$ cat config.mk
export PLATFORM = sky130hd
export DESIGN_NAME = lsu_lane_top
export DESIGN_NICKNAME = d
export VERILOG_FILES = /design/src/rtl/lsu_lane_pkg.sv /design/src/rtl/lsu_ea_adder.sv /design/src/rtl/lsu_store_lanes.sv /design/src/rtl/lsu_load_lanes.sv /design/src/rtl/lsu_lane_top.sv
export SDC_FILE = /design/constraint.sdc
export NUM_CORES = 1
export LEC_CHECK = 0
export ABC_AREA = 1
export BUFFER_PORTS_ARGS = -buffer_cell sky130_fd_sc_hd__buf_2
export CAP_MARGIN = 20
export CORE_MARGIN = 2
export CORE_UTILIZATION = 53
export DETAILED_ROUTE_END_ITERATION = 7
export GPL_TIMING_DRIVEN = 0
export PLACE_DENSITY_LB_ADDON = 0.2
export SLEW_MARGIN = 20
export SYNTH_ARGS = -nofsm -noshare
export SYNTH_HDL_FRONTEND = slang
export SYNTH_HIERARCHICAL = 1
export SYNTH_SLANG_ARGS = --single-unit
$ cat constraint.sdc
create_clock -name clk -period 4.03 [get_ports clk]
set_clock_uncertainty 0.05 [all_clocks]
set_input_delay 0.806 -clock clk [delete_from_list [all_inputs] [get_ports clk]]
set_output_delay 0.806 -clock clk [all_outputs]
set_load 0.02 [all_outputs]
$ cat src/rtl/lsu_lane_pkg.sv
package lsu_lane_pkg;

  localparam int unsigned LANES  = 4;
  localparam int unsigned DATA_W = 8 * LANES;

  typedef enum logic [1:0] {
    SZ_BYTE = 2'b00,
    SZ_HALF = 2'b01,
    SZ_WORD = 2'b10,
    SZ_WIDE = 2'b11
  } size_e;

  // Alignment rule: halfwords need bit 0 clear, words need bits 1:0 clear.
  function automatic logic is_misaligned(size_e sz, logic [1:0] ofs);
    case (sz)
      SZ_BYTE: return 1'b0;
      SZ_HALF: return ofs[0];
      default: return |ofs;
    endcase
  endfunction

  // Byte write enables, bit 3 is the lowest address (big-endian lanes).
  function automatic logic [LANES-1:0] lane_mask(size_e sz, logic [1:0] ofs);
    case (sz)
      SZ_BYTE: return 4'b1000 >> ofs;
      SZ_HALF: return ofs[1] ? 4'b0011 : 4'b1100;
      default: return 4'b1111;
    endcase
  endfunction

  // Replicate the low bits of the store value so every candidate lane holds it.
  function automatic logic [DATA_W-1:0] lane_spread(size_e sz, logic [DATA_W-1:0] d);
    case (sz)
      SZ_BYTE: return {LANES{d[7:0]}};
      SZ_HALF: return {2{d[15:0]}};
      default: return d;
    endcase
  endfunction

  // Select and extend the addressed object from a memory word.
  function automatic logic [DATA_W-1:0] lane_pick(size_e sz, logic [1:0] ofs,
                                                   logic uns, logic [DATA_W-1:0] w);
    logic [4:0]  sh;
    logic [7:0]  b;
    logic [15:0] h;
    case (sz)
      SZ_BYTE: begin
        sh = {2'd3 - ofs, 3'b000};
        b  = 8'(w >> sh);
        return {{24{b[7] & ~uns}}, b};
      end
      SZ_HALF: begin
        sh = ofs[1] ? 5'd0 : 5'd16;
        h  = 16'(w >> sh);
        return {{16{h[15] & ~uns}}, h};
      end
      default: return w;
    endcase
  endfunction

endpackage

$ cat src/rtl/lsu_ea_adder.sv
module lsu_ea_adder #(
  parameter int unsigned ADDR_W = 32,
  parameter int unsigned DISP_W = 16
) (
  input  logic [ADDR_W-1:0] base,
  input  logic [DISP_W-1:0] disp,
  output logic [ADDR_W-1:0] ea
);
  localparam int unsigned EXT_W = ADDR_W - DISP_W;

  logic [ADDR_W-1:0] disp_ext;

  assign disp_ext = {{EXT_W{disp[DISP_W-1]}}, disp};
  assign ea       = base + disp_ext;

endmodule

$ cat src/rtl/lsu_store_lanes.sv
module lsu_store_lanes
  import lsu_lane_pkg::*;
(
  input  logic              issue,
  input  size_e             sz,
  input  logic [1:0]        ofs,
  input  logic [DATA_W-1:0] data,
  output logic [LANES-1:0]  be,
  output logic [DATA_W-1:0] wdata
);

  assign be    = issue ? lane_mask(sz, ofs) : '0;
  assign wdata = lane_spread(sz, data);

  always_comb begin
    if (issue && sz == SZ_BYTE)
      AST_BYTE_ONE_LANE: assert ($onehot0(be) && be != '0);
  end

endmodule

$ cat src/rtl/lsu_load_lanes.sv
module lsu_load_lanes
  import lsu_lane_pkg::*;
(
  input  logic              clk,
  input  logic              rst_n,
  input  logic              cap_en,
  input  size_e             cap_sz,
  input  logic [1:0]        cap_ofs,
  input  logic              cap_uns,
  input  logic              rvalid,
  input  logic [DATA_W-1:0] rdata,
  output logic              ld_valid,
  output logic [DATA_W-1:0] ld_data
);

  size_e      held_sz;
  logic [1:0] held_ofs;
  logic       held_uns;

  always_ff @(posedge clk) begin
    if (!rst_n) begin
      held_sz  <= SZ_WORD;
      held_ofs <= '0;
      held_uns <= 1'b0;
    end else if (cap_en) begin
      held_sz  <= cap_sz;
      held_ofs <= cap_ofs;
      held_uns <= cap_uns;
    end
  end

  always_ff @(posedge clk) begin
    if (!rst_n) begin
      ld_valid <= 1'b0;
      ld_data  <= '0;
    end else begin
      ld_valid <= rvalid;
      if (rvalid) ld_data <= lane_pick(held_sz, held_ofs, held_uns, rdata);
    end
  end

  AST_RESULT_TIMING: assert property (@(posedge clk) disable iff (!rst_n)
    ld_valid |-> $past(rvalid));

  AST_BYTE_SIGN_FILL: assert property (@(posedge clk) disable iff (!rst_n)
    (ld_valid && $past(held_sz) == SZ_BYTE && !$past(held_uns))
      |-> ld_data[31:8] == {24{ld_data[7]}});

  AST_HALF_ZERO_FILL: assert property (@(posedge clk) disable iff (!rst_n)
    (ld_valid && $past(held_sz) == SZ_HALF && $past(held_uns))
      |-> ld_data[31:16] == 16'h0);

endmodule

$ cat src/rtl/lsu_lane_top.sv
module lsu_lane_top
  import lsu_lane_pkg::*;
#(
  parameter int unsigned ADDR_W = 32,
  parameter int unsigned DISP_W = 16
) (
  input  logic              clk,
  input  logic              rst_n,
  input  logic              req_valid,
  input  logic              req_store,
  input  logic [1:0]        req_size,
  input  logic              req_unsigned,
  input  logic [ADDR_W-1:0] base,
  input  logic [DISP_W-1:0] disp,
  input  logic [DATA_W-1:0] st_data,
  output logic              mem_req,
  output logic              mem_we,
  output logic [ADDR_W-1:0] mem_addr,
  output logic [LANES-1:0]  mem_be,
  output logic [DATA_W-1:0] mem_wdata,
  input  logic              mem_rvalid,
  input  logic [DATA_W-1:0] mem_rdata,
  output logic              ld_valid,
  output logic [DATA_W-1:0] ld_data,
  output logic              align_fault
);

  localparam int unsigned OFS_W = $clog2(LANES);

  logic [ADDR_W-1:0] ea;
  logic [OFS_W-1:0]  ofs;
  size_e             sz;
  logic              misaligned;
  logic              store_issue;
  logic              load_issue;

  lsu_ea_adder #(.ADDR_W(ADDR_W), .DISP_W(DISP_W)) u_ea (
    .base (base),
    .disp (disp),
    .ea   (ea)
  );

  assign sz          = size_e'(req_size);
  assign ofs         = ea[OFS_W-1:0];
  assign misaligned  = is_misaligned(sz, ofs);
  assign store_issue = req_valid & req_store & ~misaligned;
  assign load_issue  = req_valid & ~req_store & ~misaligned;

  assign mem_req  = store_issue | load_issue;
  assign mem_we   = store_issue;
  assign mem_addr = {ea[ADDR_W-1:OFS_W], {OFS_W{1'b0}}};

  lsu_store_lanes u_st (
    .issue (store_issue),
    .sz    (sz),
    .ofs   (ofs),
    .data  (st_data),
    .be    (mem_be),
    .wdata (mem_wdata)
  );

  lsu_load_lanes u_ld (
    .clk      (clk),
    .rst_n    (rst_n),
    .cap_en   (load_issue),
    .cap_sz   (sz),
    .cap_ofs  (ofs),
    .cap_uns  (req_unsigned),
    .rvalid   (mem_rvalid),
    .rdata    (mem_rdata),
    .ld_valid (ld_valid),
    .ld_data  (ld_data)
  );

  always_ff @(posedge clk) begin
    if (!rst_n) align_fault <= 1'b0;
    else        align_fault <= req_valid & misaligned;
  end

  AST_FAULT_NO_ACCESS: assert property (@(posedge clk) disable iff (!rst_n)
    (req_valid && misaligned) |-> (!mem_req && mem_be == '0));

  AST_FAULT_FOLLOWS_REQ: assert property (@(posedge clk) disable iff (!rst_n)
    align_fault |-> ($past(req_valid) && $past(misaligned)));

  AST_HALF_TWO_LANES: assert property (@(posedge clk) disable iff (!rst_n)
    (mem_we && sz == SZ_HALF) |-> $countones(mem_be) == 2);

  AST_NO_BE_ON_LOAD: assert property (@(posedge clk) disable iff (!rst_n)
    !mem_we |-> mem_be == '0);

endmodule

After elaboration in Yosys (flattened, before gate mapping)
Index checks and enable logic that the tools add are counted.
{ "op_classes": {"shifts": 3, "bitwise": 11, "n_addsub": 2, "n_eq_ne": 2, "n_mux": 7, "reduce_logical": 3} }
{ "op_table": {"columns": ["cell", "n"], "rows": [
  ["$pmux W32 S2", 2],
  ["$add A32 B32 Y32", 1],
  ["$shr A32 B5 Y16", 1],
  ["$shr A32 B5 Y8", 1],
  ["$mux W4", 2],
  ["$pmux W4 S2", 1],
  ["$and A1 B1 Y1", 7],
  ["$mux W5", 1],
  ["$eq A2 B1 Y1 const B", 2],
  ["$logic_not A2 Y1", 2],
  ["$shr A4 B2 Y4 const A", 1],
  ["$not A1 Y1", 3],
  ["$pmux W1 S2", 1],
  ["$reduce_or A2 Y1", 1],
  ["$sub A2 B2 Y2 const A", 1],
  ["$or A1 B1 Y1", 1]
]} }
{ "word_totals": {"output_inout_bits": 104, "in_bits": 120, "ff_bits": 39} }

Longest topological paths before layout
Gate-level depths: netlist of run 1.
{ "logic_depth": {"ltp_word": 6, "mapped_depth": 12} }

Cells and area by module
The synthesis of run 1 kept the hierarchy.
{ "modules_own_cells": {"columns": ["mod", "seq_area_each_um2", "instances", "area_per_inst_um2", "cells_per_inst"], "rows": [
  ["lsu_ea_adder", 0.0, 1, 2384.8, 494],
  ["lsu_load_lanes", 760.7, 1, 1901.8, 271],
  ["lsu_store_lanes", 0.0, 1, 515.5, 100],
  ["lsu_lane_top", 20.0, 1, 112.6, 20]
]} }

Least setup slack after synthesis of run 1
Ideal clock, no wire load.
{ "synth_timing": {"kind": "input to output", "startpoint": "input base[0]", "endpoint": "output mem_be[0]", "setup_slack_ps": 645, "cell_stages": 7, "n_path_buf": 0, "arrival_ps": 2529, "path_cell_list": "ha_1 > fa_1 > nand2_1 > nand2_2 > a21oi_1 > nand2_1 > nor2_1"} }
{ "synth_via": {"elab_chain_cells": 6} }
{ "synth_rtl": {"columns": ["item", "line_no", "text"], "rows": [
  ["from (decl)", "lsu_lane_top.sv:13", "input logic [ADDR_W-1:0] base,"],
  ["$add A32 B32 Y32", "lsu_ea_adder.sv:14", "assign ea = base + disp_ext;"],
  ["via ea[1]", "lsu_lane_top.sv:30", "logic [ADDR_W-1:0] ea;"],
  ["$reduce_or A2 Y1", "lsu_lane_pkg.sv:18", "default: return |ofs;"],
  ["$pmux W1 S2", "lsu_lane_pkg.sv:15", "case (sz)"],
  ["$not A1 Y1", "lsu_lane_top.sv:46", "assign store_issue = req_valid & req_store & ~misaligned;"],
  ["$and A1 B1 Y1", "lsu_lane_top.sv:46", null],
  ["via mem_we", "lsu_lane_top.sv:17", "output logic mem_we,"],
  ["$mux W4", "lsu_store_lanes.sv:12", "assign be = issue ? lane_mask(sz, ofs) : '0;"],
  ["to (decl)", "lsu_lane_top.sv:19", "output logic [LANES-1:0] mem_be,"]
]} }
The timed path passes the listed nets, and every way through them passes these cells.

Final worst setup path of run 1
{ "layout_timing": {"startpoint": "input base[0]", "endpoint": "output mem_addr[28]"} }
{ "layout_via": {"elab_chain_cells": 1} }
{ "layout_rtl": {"columns": ["item", "line_no", "text"], "rows": [
  ["$add A32 B32 Y32", "lsu_ea_adder.sv:14", null],
  ["to (decl)", "lsu_lane_top.sv:18", "output logic [ADDR_W-1:0] mem_addr,"]
]} }
No other way between the ends.

==> results.json, run 1 <==
{
  "run_status": "complete, no violations",
  "drt_pass1_iterations": 5,
  "synth_xor_area_frac": 0.0285,
  "cts_buffers": 5,
  "min_to": "u_ld/ld_data[18]",
  "criticalPathCategory": "input pin to output pin",
  "relSlewSlack": 0.581,
  "area_growth_syn_to_layout_pct": 27.4,
  "synth_cells": 885,
  "dp_hpwl_mm": 13.0,
  "setup_viol": 0,
  "fin_crit_sh": 0.849,
  "fp.dieW_um": 100,
  "io_pins": 224,
  "die_h_um": 100,
  "synthMuxAreaShare": 0,
  "hp-class": "flip-flop to flip-flop",
  "synth_top_family_by_area": "simple AND/OR/NAND/NOR gates",
  "synth_compound_area_frac": 0.151,
  "fin_tns_setup_ns": 0,
  "critPathRequiredTime_ns": 3.17,
  "overflow": 0,
  "multi_input_area_um2": 3390,
  "grt_max_degree": 18,
  "grt_usage": 0.295,
  "cts_max_level": 2,
  "final_common_cell": "nand2_1",
  "core.rowCount": 35,
  "r2r-end": "u_ld/ld_data[17]",
  "fill_cells": 945,
  "drt-vias-per-instance": 5.01,
  "r2r.worst_path.cells": 9,
  "die_area_um2": 10100,
  "min-delay-start": "u_ld/ld_data[18]",
  "ys_ff_latch": 39,
  "diodes": 0,
  "fmax_mhz": 292,
  "cap_violations": 0,
  "worstSetupStartpointType": "input pin",
  "synth.distinct_cells": 37,
  "syn_avg_cell_area_um2": 5.55,
  "cts_resized": 0,
  "num_vias": 6137,
  "hold_viol_final": 0,
  "portBuffers": 220,
  "coreArea_um2": 9110,
  "clock_latency_ns": 0.29,
  "cp.arrival_ns": 2.57,
  "slew_violations": 0,
  "finalCriticalPeriod_ns": 3.42,
  "grt_setup_unrepaired": "no",
  "regArea_um2": 781,
  "start_util": 0.540,
  "drc_errors": 0,
  "root_buffer": "clkbuf_8",
  "ys_seq_area_frac": 0.159,
  "antenna_found_initial": 0,
  "place_congestion": 0.957,
  "rrSetupSlack_ns": 2.50,
  "cts.clk_slew.worst_paths_ns": 0.07,
  "cts_setup_buffers": 0,
  "tightest_slew_ns": 0.629,
  "cp_max_fo": 4,
  "final_cell_mix": "nand2_1 (345), buf_2 (223), inv_1 (129)",
  "synthAdderAreaFrac": 0.0830,
  "hold_depth": 2,
  "dr.first_iter.drc_count": 280,
  "cts_hold_buf": 0,
  "grt_pass1_vias": 5523,
  "power_density_nw_per_um2": 259,
  "ys_warn_count": 6,
  "drive_gt1_frac": 0.275,
  "timing.rr.start": "u_ld/held_sz[1]",
  "fin_util": 0.687,
  "synth.cell_area_um2": 4910,
  "drt_wl_total_mm": 15.2,
  "ant_nets": 0,
  "cts.sinks": 39,
  "critical_path.endpoint_type": "output pin",
  "cts_tree": "built",
  "grt_pass1_wl_mm": 24.4,
  "max-clock-path-buffers": 2,
  "synth-simple-area-share": 0.426,
  "ir_drop_mv": 0.121,
  "p_leak_nw": 3.91,
  "final_nets": 1265,
  "wl_per_cell_um": 12.4
}
worst max-delay path: stages:
cell and delay [ns]:
buf_2 0.10, ha_1 0.24, fa_1 0.47, nand3_1 0.14, nand3_2 0.09, nand2_1 0.10
nand2_2 0.09, nand2_1 0.08, nand2_2 0.07, nand2_1 0.09, nand3_1 0.07, nand2_1 0.07
buf_2 0.15
cells in the mapped netlist, drive strengths merged:
cell type    n  area [um^2]
xor2        14          123
ha          31          388
nand4        4         25.0
clkinv       1         3.75
clkbuf      11         41.3
nand2      366         1430
a21oi       84          473
fa           1         20.0
buf         23          184
or2          1         8.76
nor3         5         35.0
dfxtp       39          781
a21o         1         7.51
o21bai       2         15.0
conb         1         3.75
xnor2        2         17.5
a22oi        7         52.6
o21ai       37          185
nor2        68          305
a41oi        1         8.76
inv        136          515
nand3       50          290
cell families (layout without fill, tap and decap cells):
group,after synthesis,count (layout)
compound gates,132,132
xor+xnor,16,16
fa+ha+maj,32,32
buf+inv,171,398
flops,39,39
other cells,1,2
simple gates,494,494
power breakdown:
| group | internal [mW] | leakage [nW] | switching, mW |
|---|---|---|---|
| combinational | 0.310 | 3.54 | 0.566 |
| sequential | 0.415 | 0.324 | 0.0148 |
| clock | 0.181 | 0.0513 | 0.134 |
how the worst max path moves through the flow:
stage                         endpoint  slack, ns  startpoint
after floorplan              mem_be[0]       0.65     base[0]
after global placement    mem_addr[28]       0.64     base[0]
after detailed placement  mem_addr[25]       0.63    disp[15]
after CTS                 mem_addr[25]       0.63    disp[15]
after global routing      mem_addr[29]       0.46    disp[15]
final                     mem_addr[28]       0.61     base[0]
cell type report:
type	count	area share
Multi-Input combinational cell	676	0.542
Timing Repair Buffer	220	0.176
Sequential cell	39	0.125
Inverter	137	0.0829
Buffer	34	0.0360
Tap cell	111	0.0222
Clock buffer	6	0.0116
Clock inverter	1	0.00480
registers in the layout, summed over array words and instances (netlist names):
register	cells
align_fault	1
u_ld/ld_valid	1
u_ld/held_uns	1
u_ld/held_sz	2
u_ld/ld_data	32
u_ld/held_ofs	2
per-stage QoR:
stage,hold slack (ns),setup slack (ns),instance area [um^2],power (mW),cells
2_1_floorplan,0.460,0.645,4920,1.03,886
3_3_place_gp,0.456,0.637,6160,1.30,1217
3_5_place_dp,0.463,0.629,6160,1.31,1217
4_1_cts,0.481,0.627,6260,1.62,1224
5_1_grt,0.509,0.461,6260,1.74,1224
6_report,0.484,0.609,6260,1.62,1224
metal layers:
layer,wire (um),track usage
met5,0,0
met4,444,0.113
met3,1070,0.0355
met2,7580,0.561
met1,6090,0.333
(Power assumes the default switching activity.)
==> run 2: changes to the inputs <==
Settings changed: ABC_AREA 1 to 0, CORE_UTILIZATION 53 to 47.
Clock period 4.03 ns to 3.3 ns, I/O delays scaled along.
==> run 2 against run 1 <==
Net effect:
- the run now ends with setup timing left
- synthesized cell count is 40% lower
- utilization is 4.9 points higher
- combinational power is 47% higher
- highest routed layer unchanged
- critical path type unchanged
- die area is 2.0% lower
==> results.json, run 2 <==
{
  "run_status": "finished, violations left",
  "violations": "setup timing",
  "synth_most_common_cell": "a21oi_1",
  "fin_crit_sh": 1.06,
  "area_growth_syn_to_layout_pct": 51.2,
  "criticalPathCategory": "input pin to output pin",
  "cp_cell_sequence": "buf_8 -> ha_4 -> and3_4 -> o211ai_1 -> o21bai_4 -> a22oi_4 -> a311oi_4 -> o311a_1 -> or3_4 -> buf_6",
  "relSlewSlack": 0.610,
  "top_register": "u_ld/ld_data",
  "setup_ws_ns": -0.183,
  "setup_viol": 8,
  "worstPathBufferInverterCount": 2,
  "drt-vias-per-instance": 5.84,
  "place_congestion": 0.935,
  "fp.dieW_um": 99.3,
  "critical_path.endpoint_type": "output pin",
  "yosysTopAreaCellShare": 0.183,
  "power_density_nw_per_um2": 332,
  "grt_pass1_wl_mm": 24.3,
  "fin_tns_setup_ns": -0.734,
  "drt_pass1_iterations": 5,
  "cts.sinks": 39,
  "root_buffer": "clkbuf_8",
  "final_common_cell": "buf_2",
  "synth_edf_count": 0,
  "fmax_mhz": 287,
  "cp.arrival_ns": 2.77,
  "r2r-end": "u_ld/ld_data[21]",
  "die_area_um2": 9860,
  "diodes": 0,
  "dr.first_iter.drc_count": 233,
  "synth.cell_area_um2": 4270,
  "synth_cells": 533,
  "drc_errors": 0,
  "critPathRequiredTime_ns": 2.59,
  "cts.clk_slew.worst_paths_ns": 0.08,
  "ant_nets": 0,
  "grt_pass1_vias": 4986,
  "min-delay-start": "u_ld/ld_data[5]",
  "timing.rr.start": "u_ld/held_ofs[1]",
  "tightest_slew_ns": 0.583,
  "ys_ff_latch": 39,
  "largest_register_ff_count": 32,
  "cts_hold_buf": 0,
  "dp_cells": 862,
  "portBuffers": 220,
  "hold_viol_final": 0,
  "whs_ns": 0.480,
  "core.rowCount": 34,
  "antenna_found_initial": 0,
  "wl_per_cell_um": 18.1,
  "max-clock-path-buffers": 2,
  "dp_hpwl_mm": 11.8,
  "power.total_mw": 2.14,
  "cts_max_level": 2,
  "synth_common_cells": "a21oi_1 (64), nand2_1 (53), o21ai_0 (45)",
  "io_pins": 224,
  "ys_warn_count": 6,
  "cts_buffers": 5,
  "syn_avg_cell_area_um2": 8.01,
  "ys.flop_type": "dfxtp_1",
  "synth_top_cell_by_area": "dfxtp_1",
  "async_reset_ff_frac": 0,
  "ys_seq_area_frac": 0.183,
  "die_h_um": 99.3,
  "max_stage_delay_ns": 0.38,
  "final_nets": 932,
  "hp-class": "flip-flop to flip-flop",
  "ir_drop_mv": 0.227,
  "synth.distinct_cells": 65,
  "final_cell_mix": "buf_2 (197), nand2_1 (52), buf_4 (46)",
  "cts_tree": "built",
  "grt_setup_unrepaired": "yes",
  "cap_violations": 0,
  "reg_top3": "u_ld/ld_data (32), u_ld/held_ofs (2), u_ld/held_sz (2)",
  "num_vias": 5188,
  "slowest_stage": "or3_4",
  "coreArea_um2": 8760,
  "stdcell_count": 889,
  "r2r.worst_path.cells": 7,
  "synth_area_leaders": "dfxtp_1 (18%), ha_1 (9.1%), a21oi_1 (7.5%)",
  "worstSetupStartpointType": "input pin",
  "fin_util": 0.736,
  "critical_path.top_delay_family": "compound AO/OA/AOI/OAI gates",
  "drive_gt1_frac": 0.507,
  "finalCriticalPeriod_ns": 3.48,
  "clock_latency_ns": 0.29,
  "hold_depth": 2,
  "rrSetupSlack_ns": 1.46,
  "p_leak_nw": 2.97,
  "overflow": 0,
  "grt_usage": 0.298,
  "drt_wl_total_mm": 16.1,
  "min_to": "u_ld/ld_data[5]",
  "start_util": 0.487,
  "cp_max_fo": 5,
  "slew_violations": 0,
  "grt_max_degree": 18
}
run 2: changes by cell type in the layout (fill, tap and decap cells not counted), sizes merged, moves of 19 or more:
cell	delta
nand2	-313
nor2	-45
a211oi	+19
mux2	+25
buf	+26
mux2i	+21
inv	-128
nand3	-39
a21o	+19
a21oi	-20
run 2: logic make-up after synthesis:
group           Yosys count  synth area share
compound gates          206             0.331
other cells               1          0.000879
buf+inv                  54            0.0704
mux                      46             0.115
simple gates            127             0.147
flops                    39             0.183
xor+xnor                 28            0.0575
fa+ha+maj                32            0.0956
run 2: where the power goes:
part	internal, mW	switching (mW)	total (mW)
clock network	0.148	0.179	0.327
logic	0.558	0.732	1.29
registers	0.507	0.0177	0.524
run 2: metal layers:
layer	vias to the layer above	part of all wire	global-route usage
met3	36	0.061	0.0351
met5	-	0	0
met4	0	0.026	0.0991
met2	228	0.51	0.527
met1	2456	0.41	0.376
li1	2468	-	-
run 2: what timing repair did:
action                     CTS  global route
setup endpoints to repair   18            15
buffers inserted            16            11
pin swaps                   37            22
gates resized for setup     86            46
cloned                       0             0
run 2: final cells by class:
cell class                      instances  area, um^2
Buffer                                 38         249
Clock buffer                            6        72.6
Clock inverter                          2        12.5
Fill cell                             695        2310
Inverter                                8        30.0
Multi-Input combinational cell        441        3730
Sequential cell                        39         781
Tap cell                              108         135
Timing Repair Buffer                  247        1440
run 2: per-stage QoR:
| stage | area, um^2 | worst slack (ns) |
|---|---|---|
| detailed placement | 5540 | -0.701 |
| global placement | 5540 | -0.699 |
| CTS | 6150 | -0.138 |
| finish | 6450 | -0.183 |
| floorplan | 4300 | -0.00160 |
| global route | 6450 | -0.202 |
run 2: worst min-delay path, stage by stage (launching register included):
cell and delay [ns]:
dfxtp_1 0.33, o21ai_0 0.07, a21oi_1 0.10
run 2: worst max path at each step:
stage          startpoint  slack, ns           end  depth (start not counted)
2_1_floorplan    base[10]     -0.002  mem_addr[31]                          8
4_1_cts          disp[15]      -0.14  mem_addr[26]                         10
3_5_place_dp     disp[15]      -0.70  mem_addr[26]                         11
3_3_place_gp     disp[15]      -0.70  mem_addr[26]                         11
5_1_grt           base[9]      -0.20  mem_addr[31]                         10
6_report          base[9]      -0.18  mem_addr[31]                         10
==> run 3: changes to the inputs <==
Settings changed: CORE_ASPECT_RATIO from default to 1.2.
==> run 3 against run 2 <==
Net effect:
- the flow still finishes with violations (setup timing)
- utilization down 0.46 points
- wire length up 7.1%
- sequential cell count unchanged
==> results.json, run 3 (synthesis results as in run 2) <==
{
  "criticalPathCategory": "input pin to output pin",
  "start_util": 0.477,
  "max_stage_delay_ns": 0.41,
  "io_pins": 224,
  "drive_gt1_frac": 0.506,
  "dp_hpwl_mm": 11.4,
  "num_vias": 5471,
  "worstPathBufferInverterCount": 3,
  "fill_cells": 693,
  "top_register": "u_ld/ld_data",
  "cp.arrival_ns": 2.80,
  "max-clock-path-buffers": 2,
  "slowest_stage": "a311oi_4",
  "cts.sinks": 39,
  "finalCriticalPeriod_ns": 3.51,
  "hold_viol_final": 0,
  "place_congestion": 0.966,
  "die_area_um2": 9860,
  "dp_cells": 874,
  "power_density_nw_per_um2": 344,
  "multi_input_area_um2": 3690,
  "stdcell_count": 903,
  "area_growth_syn_to_layout_pct": 53.2,
  "setup_ws_ns": -0.206,
  "cts_max_level": 2,
  "drt_pass1_iterations": 5,
  "grt_max_degree": 18,
  "root_buffer": "clkbuf_8",
  "cts_tree": "built",
  "cpMostUsedCell": "buf_6",
  "clock_latency_ns": 0.29,
  "overflow": 0,
  "setup_viol": 14,
  "regArea_um2": 781,
  "core.rowCount": 38,
  "fp.dieW_um": 91.0,
  "drt-vias-per-instance": 6.06,
  "place_ws_ns": -0.689,
  "ir_drop_mv": 0.250,
  "largest_register_ff_count": 32,
  "critical_path.top_delay_family": "compound AO/OA/AOI/OAI gates",
  "cp_max_fo": 4,
  "drt_wl_total_mm": 17.2,
  "slew_violations": 0,
  "cap_violations": 0,
  "cts_buffers": 5,
  "p_leak_nw": 3.01,
  "dr.first_iter.drc_count": 508,
  "fmax_mhz": 285,
  "relSlewSlack": 0.595,
  "diodes": 0,
  "ant_nets": 0,
  "worstSetupStartpointType": "input pin",
  "final_cell_mix": "buf_2 (184), nand2_1 (52), buf_4 (52)",
  "hp-class": "flip-flop to flip-flop",
  "tightest_slew_ns": 0.607,
  "final_cell_area_um2": 6540,
  "grt_pass1_wl_mm": 24.9,
  "cts.clk_slew.worst_paths_ns": 0.07,
  "reg_top3": "u_ld/ld_data (32), u_ld/held_ofs (2), u_ld/held_sz (2)",
  "critical_path.endpoint_type": "output pin",
  "dpl_cell_area_um2": 5550,
  "coreArea_um2": 8940,
  "violations": "setup timing",
  "grt_pass1_vias": 5238,
  "grt_usage": 0.307,
  "portBuffers": 220,
  "final_nets": 934,
  "critPathRequiredTime_ns": 2.59,
  "grt_setup_unrepaired": "yes",
  "antenna_found_initial": 0,
  "drc_errors": 0,
  "power.total_mw": 2.25,
  "run_status": "finished, violations left",
  "cp_cell_sequence": "buf_6 -> ha_4 -> buf_4 -> a21oi_1 -> o21ai_2 -> nor2_1 -> a22oi_4 -> a311oi_4 -> nor4_1 -> or3_4 -> buf_6",
  "fin_crit_sh": 1.06,
  "wl_per_cell_um": 19.1,
  "final_common_cell": "buf_2",
  "die_h_um": 108
}
==> run 3: cell count changes in the layout (fill, tap and decap cells not counted), moves of 3 or more <==
cell / change
buf_2: -13
buf_4: +6
a21oi_2: -4
ha_2: +3
ha_4: -5
buf_6: +10
==> run 3: tightest hold or removal path, delay by kind of cell (launching register included) <==
| kind | cells | cell delay (ns) |
|---|---|---|
| AOI/OAI and AO/OA | 2 | 0.18 |
| DFF | 1 | 0.33 |
==> run 3: worst paths after layout <==
| check | start | endpoint | slack (ns) | cells past startpoint |
|---|---|---|---|---|
| max | disp[10] | mem_addr[31] | -0.21 | 11 |
| min | u_ld/ld_data[5] | u_ld/ld_data[5] | 0.50 | 2 |
| max reg2reg | u_ld/held_ofs[1] | u_ld/ld_data[29] | 1.41 | 7 |
| min reg2reg | u_ld/ld_data[5] | u_ld/ld_data[5] | 0.50 | 2 |
==> run 3: where the power goes <==
| group | total [mW] | switching [mW] | internal (mW) |
|---|---|---|---|
| Sequential | 0.526 | 0.0193 | 0.507 |
| Combinational | 1.32 | 0.750 | 0.569 |
| Clock | 0.402 | 0.177 | 0.225 |
| Total | 2.25 | 0.946 | 1.30 |
==> run 3: per-layer routing <==
layer | vias to the layer above | wire [um] | track usage
li1 | 2480 | - | -
met1 | 2563 | 6280 | 0.341
met2 | 358 | 8840 | 0.575
met3 | 70 | 1390 | 0.0523
met4 | 0 | 710 | 0.130
met5 | - | 0 | 0
==> run 3: repair_timing <==
action | CTS | global route
setup buffers | 24 | 9
hold buffers | 0 | 0
gates cloned | 0 | 0
pin swaps | 42 | 31
resized for setup | 92 | 46
setup endpoints to repair | 16 | 20
==> run 3: layout make-up <==
type	instances	share of cell area
clock inverter	3	0.00670
tap	120	0.0230
inverter	8	0.00459
multi-input combinational	441	0.564
clock buffer	5	0.0105
timing repair buffer	250	0.234
sequential	39	0.119
buffer	37	0.0381
==> run 3: stage by stage <==
| step | utilization | setup TNS, ns | hold slack [ns] |
|---|---|---|---|
| after floorplan | - | -0.00160 | 0.456 |
| after global placement | 0.621 | -4.87 | 0.463 |
| after detailed placement | 0.621 | -5.50 | 0.470 |
| after CTS | 0.706 | -0.680 | 0.491 |
| after global routing | 0.732 | -2.48 | 0.518 |
| final | 0.732 | -1.68 | 0.497 |
